$ cat src/rtl/rx_sync_pkg.sv
package rx_sync_pkg;

  localparam int SYM_W   = 5;
  localparam int CODE_N  = 1 << SYM_W;

  typedef enum logic [1:0] {
    ST_WAIT    = 2'd0,
    ST_SYNCING = 2'd1,
    ST_BEACON1 = 2'd2,
    ST_DELIM   = 2'd3
  } sync_state_e;

  typedef enum logic [2:0] {
    SK_SYNC   = 3'd0,
    SK_COMMIT = 3'd1,
    SK_BEACON = 3'd2,
    SK_SSD    = 3'd3,
    SK_OTHER  = 3'd4,
    SK_BAD    = 3'd5
  } sym_kind_e;

  typedef struct packed {
    sync_state_e nxt;
    logic        ev_beacon;
    logic        ev_frame;
    logic        ev_error;
  } step_t;

  // Map a code group to its role; invalidity is checked first.
  function automatic sym_kind_e classify_sym(
    input logic [SYM_W-1:0]  code,
    input logic [SYM_W-1:0]  c_sync,
    input logic [SYM_W-1:0]  c_commit,
    input logic [SYM_W-1:0]  c_beacon,
    input logic [SYM_W-1:0]  c_ssd,
    input logic [CODE_N-1:0] vmap
  );
    if (!vmap[code])           return SK_BAD;
    else if (code == c_sync)   return SK_SYNC;
    else if (code == c_commit) return SK_COMMIT;
    else if (code == c_beacon) return SK_BEACON;
    else if (code == c_ssd)    return SK_SSD;
    else                       return SK_OTHER;
  endfunction

  // One accepted code group: next state and the event it produces.
  function automatic step_t sync_step(
    input sync_state_e cur,
    input sym_kind_e   k,
    input logic        harden
  );
    step_t s;
    s.nxt       = cur;
    s.ev_beacon = 1'b0;
    s.ev_frame  = 1'b0;
    s.ev_error  = 1'b0;
    unique case (cur)
      ST_WAIT: begin
        if (k == SK_SYNC)                s.nxt = ST_SYNCING;
        else if (k == SK_BEACON)         s.nxt = ST_BEACON1;
        else if (k == SK_SSD && !harden) s.nxt = ST_DELIM;
      end
      ST_SYNCING: begin
        if (k == SK_SYNC || k == SK_COMMIT) s.nxt = ST_SYNCING;
        else if (k == SK_SSD)               s.nxt = ST_DELIM;
        else begin
          s.nxt      = ST_WAIT;
          s.ev_error = (k == SK_BAD);
        end
      end
      ST_BEACON1: begin
        s.nxt       = ST_WAIT;
        s.ev_beacon = (k == SK_BEACON);
        s.ev_error  = (k == SK_BAD);
      end
      ST_DELIM: begin
        s.nxt      = ST_WAIT;
        s.ev_frame = (k == SK_SSD);
        s.ev_error = (k == SK_BAD);
      end
      default: s.nxt = ST_WAIT;
    endcase
    return s;
  endfunction

endpackage

$ cat src/rtl/rx_sym_classify.sv
module rx_sym_classify
  import rx_sync_pkg::*;
#(
  parameter logic [SYM_W-1:0]  CODE_SYNC   = 5'h03,
  parameter logic [SYM_W-1:0]  CODE_COMMIT = 5'h11,
  parameter logic [SYM_W-1:0]  CODE_BEACON = 5'h02,
  parameter logic [SYM_W-1:0]  CODE_SSD    = 5'h04,
  parameter logic [CODE_N-1:0] VALID_MAP   = 32'h7FFF_FFFE
) (
  input  logic [SYM_W-1:0] code,
  output sym_kind_e        kind
);
  always_comb begin
    kind = classify_sym(code, CODE_SYNC, CODE_COMMIT, CODE_BEACON,
                        CODE_SSD, VALID_MAP);
  end
endmodule

$ cat src/rtl/rx_sync_core.sv
module rx_sync_core
  import rx_sync_pkg::*;
(
  input  logic        clk,
  input  logic        rst,
  input  logic        harden_en,
  input  logic        sym_lock,
  input  logic        sym_valid,
  input  sym_kind_e   kind,
  output sync_state_e state_q,
  output logic        ev_beacon,
  output logic        ev_frame,
  output logic        ev_error
);
  step_t step;
  logic  take;

  assign take = sym_valid && sym_lock && !rst;

  always_comb begin
    step = sync_step(state_q, kind, harden_en);
  end

  assign ev_beacon = take && step.ev_beacon;
  assign ev_frame  = take && step.ev_frame;
  assign ev_error  = take && step.ev_error;

  always_ff @(posedge clk) begin
    if (rst || !sym_lock) state_q <= ST_WAIT;
    else if (sym_valid)   state_q <= step.nxt;
  end
endmodule

$ cat src/rtl/rx_sync_flags.sv
module rx_sync_flags #(
  parameter int N_FLAGS = 3
) (
  input  logic               clk,
  input  logic               rst,
  input  logic [N_FLAGS-1:0] ev,
  output logic [N_FLAGS-1:0] flag_q
);
  for (genvar i = 0; i < N_FLAGS; i++) begin : g_flag
    always_ff @(posedge clk) begin
      if (rst) flag_q[i] <= 1'b0;
      else     flag_q[i] <= ev[i];
    end
  end
endmodule

$ cat src/rtl/rx_preamble_sync.sv
module rx_preamble_sync
  import rx_sync_pkg::*;
#(
  parameter logic [SYM_W-1:0]  CODE_SYNC   = 5'h03,
  parameter logic [SYM_W-1:0]  CODE_COMMIT = 5'h11,
  parameter logic [SYM_W-1:0]  CODE_BEACON = 5'h02,
  parameter logic [SYM_W-1:0]  CODE_SSD    = 5'h04,
  parameter logic [CODE_N-1:0] VALID_MAP   = 32'h7FFF_FFFE
) (
  input  logic             clk,
  input  logic             rst,
  input  logic             harden_en,
  input  logic             sym_lock,
  input  logic             sym_valid,
  input  logic [SYM_W-1:0] sym_code,
  output logic             beacon_detected,
  output logic             frame_start,
  output logic             sync_error
);
  localparam int N_FLAGS = 3;

  sym_kind_e          sym_kind;
  sync_state_e        state_q;
  logic               ev_beacon, ev_frame, ev_error;
  logic [N_FLAGS-1:0] flags;

  rx_sym_classify #(
    .CODE_SYNC(CODE_SYNC), .CODE_COMMIT(CODE_COMMIT),
    .CODE_BEACON(CODE_BEACON), .CODE_SSD(CODE_SSD),
    .VALID_MAP(VALID_MAP)
  ) u_class (
    .code (sym_code),
    .kind (sym_kind)
  );

  rx_sync_core u_core (
    .clk       (clk),
    .rst       (rst),
    .harden_en (harden_en),
    .sym_lock  (sym_lock),
    .sym_valid (sym_valid),
    .kind      (sym_kind),
    .state_q   (state_q),
    .ev_beacon (ev_beacon),
    .ev_frame  (ev_frame),
    .ev_error  (ev_error)
  );

  rx_sync_flags #(.N_FLAGS(N_FLAGS)) u_flags (
    .clk    (clk),
    .rst    (rst),
    .ev     ({ev_error, ev_frame, ev_beacon}),
    .flag_q (flags)
  );

  assign beacon_detected = flags[0];
  assign frame_start     = flags[1];
  assign sync_error      = flags[2];
endmodule

$ cat config.mk
export PLATFORM = sky130hd
export DESIGN_NAME = rx_preamble_sync
export DESIGN_NICKNAME = d
export VERILOG_FILES = /design/src/rtl/rx_sync_pkg.sv /design/src/rtl/rx_sym_classify.sv /design/src/rtl/rx_sync_core.sv /design/src/rtl/rx_sync_flags.sv /design/src/rtl/rx_preamble_sync.sv
export SDC_FILE = /design/constraint.sdc
export NUM_CORES = 1
export LEC_CHECK = 0
export BUFFER_PORTS_ARGS = -buffer_cell sky130_fd_sc_hd__buf_2
export CAP_MARGIN = 20
export CORE_AREA = 2 2 39 41
export CTS_CLUSTER_DIAMETER = 80
export DETAILED_ROUTE_END_ITERATION = 6
export DIE_AREA = 0 0 41 43
export GPL_TIMING_DRIVEN = 0
export HOLD_SLACK_MARGIN = 0.02
export SLEW_MARGIN = 20
export SYNTH_ARGS = -nofsm -noshare
export SYNTH_HDL_FRONTEND = slang
export SYNTH_SLANG_ARGS = --single-unit
$ cat constraint.sdc
create_clock -name clk -period 0.85 [get_ports clk]
set_input_delay 0 -clock clk [delete_from_list [all_inputs] [get_ports clk]]
set_output_delay 0 -clock clk [all_outputs]
set_load 0.005 [all_outputs]
# ---- Yosys cells after proc, flatten, opt, wreduce, memory -nomap -nowiden
# Memory sizes are Yosys's and may differ from the RTL's.
# Index checks and enable logic that the tools add are counted.
dict set report totals {
  register_bits 5
  mem_bits_ro 32
  inputBits 10
  elab_cells 50
  mem_count 1
}
# name depth word_bits read_ports rd_ports_with_merged_regs wr line
set mem_list {}
lappend mem_list {{(name not given)} 32 1 1 0 0 rx_sync_pkg.sv:38} ;# if (!vmap[code]) return SK_BAD;
dict set report op_classes {
  order_cmp 1
  n_eq_ne 12
  n_mux 17
  n_reduce_logical 15
}
# op n
set op_table {}
lappend op_table {{2-to-1 mux 3 bit} 5}
lappend op_table {{equality test 5 x 2 -> 1 bit, second input constant} 2}
lappend op_table {{2-to-1 mux 2 bit} 5}
lappend op_table {{equality test 3 x 2 -> 1 bit, second input constant} 2}
lappend op_table {{logical AND 1 bit} 6}
lappend op_table {{< comparator 5 x 6 -> 1 bit, second input constant} 1}
lappend op_table {{one-hot mux 2 bit (3 select lines)} 1}
lappend op_table {{equality test 5 x 3 -> 1 bit, second input constant} 1}
lappend op_table {{equality test 5 bit, second input constant} 1}
lappend op_table {{2-to-1 mux 1 bit} 5}
lappend op_table {{equality test 2 bit, second input constant} 2}
lappend op_table {{inequality test 4 x 1 -> 1 bit, second input constant} 1}
lappend op_table {{equality test 3 x 1 -> 1 bit, second input constant} 1}
lappend op_table {{equality test 3 bit, second input constant} 1}
lappend op_table {{zero test 1 bit} 3}
lappend op_table {{zero test 3 bit} 1}
lappend op_table {{equality test 2 x 1 -> 1 bit, second input constant} 1}
lappend op_table {{zero test 2 bit} 1}
lappend op_table {{logical OR 1 bit} 2}
lappend op_table {{one-hot mux 1 bit (2 select lines)} 1}
lappend op_table {{AND reduction 2 bit} 1}
lappend op_table {{OR reduction 2 bit} 1}

# ---- Logic depth before layout (Yosys ltp)
# Gate-level depths: netlist of run 1.
dict set report logic_depth {
  depth_word 12
  depth_mapped 4
}

# ---- Cells and area by module
# A second synthesis of run 1 with hierarchy kept.
dict set report unflattened {
  hier_cells 40
  area_unflattened_um2 335.3
}
# mod instances cells_per_inst area_each_um2 seq_area_each_um2
set modules_own_cells {}
lappend modules_own_cells {rx_sync_core 1 22 166.4 40.0}
lappend modules_own_cells {rx_sym_classify 1 12 90.1 0.0}
lappend modules_own_cells {rx_sync_flags 1 6 78.8 60.1}

# ---- Worst setup path before layout of run 1
# Ideal clock, no wire load.
dict set report synth_path {
  path_type {flip-flop to flip-flop}
  from {register u_core.state_q[0]}
  to {register u_core.state_q[1]}
  arrival_ps 820
  required_ps 781
  slack_ps -39
  path_stages_with_launch 5
  n_path_buf 0
  period_less_slack_ps 889
  cell_sequence {dfxtp_1 -> o21ba_2 -> o22ai_1 -> nand3_1 -> o21ai_1}
}
dict set report synth_via {
  elab_chain_cells 3
  word_cells_on_any_way 8
  cone_classes {4 x eq/ne; 1 x mux; 3 x reduce/logical}
}
# element line
set synth_lines {}
lappend synth_lines {{start: declaration} rx_sync_core.sv:10} ;# output sync_state_e state_q,
lappend synth_lines {{start signal: assignment} rx_sync_core.sv:30} ;# else if (sym_valid) state_q <= step.nxt;
lappend synth_lines {{equality test 2 bit or zero test 2 bit (tied branches)} rx_sync_pkg.sv:57} ;# unique case (cur)
lappend synth_lines {{OR reduction 2 bit (no source line) or inequality test 4 x 1 -> 1 bit (tied branches)} --}
lappend synth_lines {{one-hot mux 2 bit (3 select lines) or AND reduction 2 bit (tied branches)} --}
# Several ways; a longest one is shown, not always the timed one.
# A chain may end at the register's enable or synchronous reset.

# ---- Worst setup path after layout of run 1
# Same ends and word-level chain as after synthesis.

==> results.sh, run 1 <==
export IMPL_worst_pin_slew_ps=264
export IMPL_critical_path_required_ps=1020
export IMPL_ys_seq_area_share_pct=33.3
export IMPL_p_comb_share_pct=15.0
export IMPL_r2r_slack_ps=-30
export IMPL_core_region_area_um2=1380
export IMPL_whs_path_depth=2
export IMPL_ir_drop_uv=238
export IMPL_arrival_ps=1050
export IMPL_detail_route_wl_per_cell_um=9.48
export IMPL_grt_pass1_wl_mm=1.02
export IMPL_io_buffers=12
export IMPL_firstDrtPassIters=1
export IMPL_setup_viol=2
export IMPL_hold_buffers=0
export IMPL_cts_sinks=5
export IMPL_power_switching_w=0.000142
export IMPL_rows=14
export IMPL_clkPwrFrac_pct=45.8
export IMPL_routabilityCongestion=0.768
export IMPL_routed_wl_um=673
export IMPL_synth_area_um2=300
export IMPL_p_int_w=0.000454
export IMPL_grt_max_degree=9
export IMPL_violations="setup timing"
export IMPL_area_delta_synth_final_pct=52.5
export IMPL_period_minus_slack_ps=881
export IMPL_via_per_inst=4.56
export IMPL_clockRootBuffer="clkbuf_4"
export IMPL_clk_latency_ps=240
export IMPL_rsz0062_at_grt="true"
export IMPL_remaining_drc_errors=0
export IMPL_ys_ff_latch=5
export IMPL_die_x_um=41
export IMPL_die_h_um=43
export IMPL_yosys_warnings=0
export IMPL_yosysMostFrequentCell="dfxtp_1"
export IMPL_p_sw_share_pct=23.9
export IMPL_num_vias=324
export IMPL_h_tree_depth=1
export IMPL_crit_fanout=5
export IMPL_path_class="flop to flop"
export IMPL_synth_top_cell_area_share_pct=33.3
export IMPL_syn_nets=47
export IMPL_ys_top_cells_by_count="dfxtp_1, nand3b_1, nand2_1, o21ai_0"
export IMPL_antenna_found_initial=0
export IMPL_io_pin_count=13
export IMPL_start_util_pct=21.7
export IMPL_holdWs_ps=33.0
export IMPL_path_clk_slew_ps=50
export IMPL_slew_headroom_pct=82.1
export IMPL_ant_nets=0
export IMPL_pwr_share_seq_pct=39.3
export IMPL_die_area_um2=1760
export IMPL_cts_tree="yes"
export IMPL_final_hold_violation_count=0
export IMPL_reg2regPathDepth=4
export IMPL_synth_edf_count=0
export IMPL_syn_area_per_cell_um2=8.12
export IMPL_cts_made_buffers=3
export IMPL_finalCritPeriodShare_pct=104
export IMPL_maxCapViolations=0
export IMPL_start_kind="flop"
export IMPL_cts_buffer_depth=2
export IMPL_fin_tns_setup_ps=-35.3
export IMPL_synthArstFlopShare_pct=0
export IMPL_antennaDiodeCount=0
export IMPL_p_leak_nw=0.177
export IMPL_grt_ovfl_total=0
export IMPL_hold_path_class="input port to flop"
export IMPL_finClkSkew_ps=4.69
export IMPL_dp_hpwl_um=504
export IMPL_yosysUniqueCellTypes=22
export IMPL_syn_inst=37
export IMPL_status="finished, violations left"
export IMPL_synth_top_area_cell="dfxtp_1"
export IMPL_layout_nets=66
export IMPL_setup_ws_ps=-30.8
export IMPL_maxSlewViolCount=0
export IMPL_cellPowerDensity_nw_per_um2=1300
export IMPL_end_kind="flop"
export IMPL_synth_area_leaders="dfxtp_1, nand3b_1, o21ai_0, a31oi_1, nand2b_1"
export IMPL_synth_ff_type="dfxtp_1"
export IMPL_drive_gt1_share_pct=49.1
export IMPL_grt_pass1_vias=259
export IMPL_fmax_ghz=1.14
export IMPL_drt_iter0_drc=0
export IMPL_gr_usage_all_layers_pct=9.14
-- cell type report --
type                            count  area [um^2]
Fill cell                         158          926
Clock buffer                        4         26.3
Timing Repair Buffer               14         78.8
Tap cell                           16         20.0
Multi-Input combinational cell     31          224
Inverter                            1         3.75
Sequential cell                     5          105
-- placed cells by master (no fill, tap or decap), types with 2 or more instances in the layout --
cell / count
o21ai_0: 2
dfxtp_1: 3
nand2_1: 3
nand2b_1: 2
nor3_1: 2
buf_2: 12
a31oi_1: 2
clkbuf_4: 3
nand3b_1: 4
-- worst max-delay path: stages (launching register included) --
cell and delay (ps):
dfxtp_4 370, o21ba_4 150, o22ai_2 80, nand3_1 90
o21ai_1 120
-- flip-flops by register name (all words and copies together) (netlist names) --
name,flops
u_core.state_q,2
u_flags.flag_q,3
-- cell families after synthesis --
kind of cell	synth area share, %
flops	33.3
compound gates	19.2
buf+inv	1.25
simple gates	43.3
xor+xnor	2.92
-- per-layer routing --
layer,vias to the layer above,global-route usage (%),wire (um)
li1,175,-,-
met1,141,10.9,321
met2,8,11.3,326
met3,0,3.14,25
met4,0,10.0,0
met5,-,0,0
-- worst paths after layout --
kind / from / end
setup / recovery: u_core.state_q[0] / u_core.state_q[1]
hold / removal: sym_code[0] / u_flags.flag_q[0]
setup reg to reg: u_core.state_q[0] / u_core.state_q[1]
hold reg to reg: u_core.state_q[1] / u_core.state_q[1]
-- metrics by stage --
step	cells	power, W	instance area (um^2)	setup WS [ps]	util (%)
final	71	0.000596	458	-30.8	33.1
after global routing	71	0.000644	458	-61.1	33.1
after CTS	71	0.000608	439	-30.6	31.7
after detailed placement	65	0.000319	382	-86.2	27.6
after global placement	65	0.000317	382	-71.3	27.6
after floorplan	37	0.000277	302	8.22	-
-- power by group through the flow --
stage | Combinational, W | Clock (W) | Sequential [W]
6_report | 0.0000892 | 0.000273 | 0.000234
5_1_grt | 0.0000985 | 0.000312 | 0.000233
4_1_cts | 0.0000850 | 0.000289 | 0.000234
3_5_place_dp | 0.0000779 | 0 | 0.000241
3_3_place_gp | 0.0000756 | 0 | 0.000241
2_1_floorplan | 0.0000358 | 0 | 0.000241
-- timing repair --
item / in CTS / in global routing
gates cloned: 0 / 0
gates resized for setup: 5 / 4
hold endpoints to repair: 0 / 0
setup buffers: 2 / 0
endpoints found under the setup margin: 2 / 3
pin swaps: 0 / 2
(Power assumes the default switching activity.)
==> run 2: changes to the inputs <==
--- a/config.mk
+++ b/config.mk
@@ -13,7 +13,9 @@
 export DIE_AREA = 0 0 41 43
 export GPL_TIMING_DRIVEN = 0
 export HOLD_SLACK_MARGIN = 0.02
-export SLEW_MARGIN = 20
+export PLACE_DENSITY_LB_ADDON = 0.05
+export SETUP_SLACK_MARGIN = 0.05
+export SLEW_MARGIN = 0
 export SYNTH_ARGS = -nofsm -noshare
 export SYNTH_HDL_FRONTEND = slang
 export SYNTH_SLANG_ARGS = --single-unit
==> run 2 against run 1 <==
  * Count of clock-buffer cells in the layout did not move
  * The run still ends with setup timing left
  * Via count is 6.5% higher
  * Sequential power hardly changed
  * Largest power group unchanged
  * Largest cell class unchanged
  * Sequential share of layout area is 0.079 points lower
==> results.sh, run 2 (synthesis results as in run 1) <==
export IMPL_violations="setup timing"
export IMPL_start_util_pct=21.7
export IMPL_area_delta_synth_final_pct=56.7
export IMPL_gr_usage_all_layers_pct=11.3
export IMPL_remaining_drc_errors=0
export IMPL_routabilityCongestion=0.692
export IMPL_final_hold_violation_count=0
export IMPL_ant_nets=0
export IMPL_num_vias=345
export IMPL_io_pin_count=13
export IMPL_reg2regPathDepth=4
export IMPL_rsz0062_at_grt="true"
export IMPL_pre_cts_slack_ps=-95.4
export IMPL_r2r_end="u_core.state_q[1]"
export IMPL_finalCritPeriodShare_pct=108
export IMPL_h_tree_depth=1
export IMPL_firstDrtPassIters=3
export IMPL_maxCapViolations=0
export IMPL_die_h_um=43
export IMPL_setup_ws_ps=-68.9
export IMPL_hold_path_class="input port to flop"
export IMPL_die_x_um=41
export IMPL_path_clk_slew_ps=40
export IMPL_regMostFlops="u_flags.flag_q"
export IMPL_hold_end="u_flags.flag_q[0]"
export IMPL_top_regs="u_flags.flag_q (3), u_core.state_q (2)"
export IMPL_drt_iter0_drc=2
export IMPL_antenna_found_initial=0
export IMPL_die_area_um2=1760
export IMPL_arrival_ps=1080
export IMPL_grt_pass1_vias=347
export IMPL_grt_ovfl_total=0
export IMPL_clockRootBuffer="clkbuf_4"
export IMPL_clk_latency_ps=240
export IMPL_rows=14
export IMPL_drive_gt1_share_pct=51.8
export IMPL_r2r_slack_ps=-70
export IMPL_worst_pin_slew_ps=255
export IMPL_cellPowerDensity_nw_per_um2=1250
export IMPL_grt_pass1_wl_mm=1.31
export IMPL_worstReg2RegStart="u_core.state_q[0]"
export IMPL_start_kind="flop"
export IMPL_cts_sinks=5
export IMPL_fmax_ghz=1.09
export IMPL_cts_made_buffers=3
export IMPL_grt_max_degree=9
export IMPL_period_minus_slack_ps=919
export IMPL_path_class="flop to flop"
export IMPL_maxSlewViolCount=0
export IMPL_hp_start="sym_code[0]"
export IMPL_setup_viol=2
export IMPL_cts_buffer_depth=2
export IMPL_whs_path_depth=2
export IMPL_final_cell_mix="buf_2, nand3b_1"
export IMPL_dp_hpwl_um=559
export IMPL_layout_nets=67
export IMPL_final_common_cell="buf_2"
export IMPL_core_region_area_um2=1380
export IMPL_slew_headroom_pct=82.8
export IMPL_end_kind="flop"
export IMPL_status="finished, violations left"
export IMPL_finClkSkew_ps=3.68
export IMPL_largest_register_ffs=3
export IMPL_p_leak_nw=0.186
export IMPL_io_buffers=12
export IMPL_critical_path_required_ps=1010
export IMPL_ir_drop_uv=252
export IMPL_cts_tree="yes"
export IMPL_antennaDiodeCount=0
export IMPL_holdWs_ps=46.7
export IMPL_fill_cells=166
export IMPL_crit_fanout=5
export IMPL_via_per_inst=4.79
export IMPL_critPathLaunch="u_core.state_q[0]"
export IMPL_routed_wl_um=769
export IMPL_detail_route_wl_per_cell_um=10.7
-- run 2: cell types whose count changed in the layout (fill, tap and decap cells not counted), sizes merged --
cell / change
buf: +1
-- run 2: worst max path at each step --
stage | end | slack (ps)
finish | u_core.state_q[1] | -70
global route | u_core.state_q[1] | -120
CTS | u_core.state_q[1] | -30
detailed placement | u_core.state_q[1] | -100
global placement | u_core.state_q[1] | -100
floorplan | u_core.state_q[0] | 8
-- run 2: critical path, cell delays in order (launching register included) --
cell and delay, ps:
dfxtp_4 360, o21ba_4 150, o22ai_2 80, nand3_1 90
o21ai_1 150
-- run 2: routing by layer --
metal	GRT usage (%)	part of all wire, %
met5	0	0
met4	10.0	1.8
met3	3.14	5.1
met2	17.2	54
met1	11.8	39
-- run 2: timing repair --
item	4_1_cts	5_1_grt
buffers inserted	3	0
pin swaps	1	1
gates resized for setup	8	3
hold buffers	0	0
setup endpoints to repair	2	5
hold endpoints to repair	0	0
-- run 2: layout make-up --
type / instances / area [um^2] / area share (%)
multi-input combinational: 31 / 230 / 48.9
sequential: 5 / 108 / 22.9
timing repair buffer: 15 / 82.6 / 17.6
clock buffer: 4 / 26.3 / 5.59
tap: 16 / 20.0 / 4.26
inverter: 1 / 3.75 / 0.798
-- run 2: through the flow --
step / TNS, ps / area (um^2) / total power, W / cells / util, %
final: -100 / 470 / 0.000588 / 72 / 34.0
after global routing: -229 / 470 / 0.000632 / 72 / 34.0
after CTS: -42.1 / 458 / 0.000597 / 72 / 33.1
after detailed placement: -251 / 382 / 0.000320 / 65 / 27.6
after global placement: -253 / 382 / 0.000318 / 65 / 27.6
after floorplan: 0 / 302 / 0.000277 / 37 / -
-- run 2: power by group --
part	switching [W]	internal [W]	leakage, nW	total, W
Clock	0.0000889	0.000177	0.0150	0.000266
Combinational	0.0000471	0.0000439	0.129	0.0000909
Sequential	0.00000108	0.000230	0.0419	0.000231
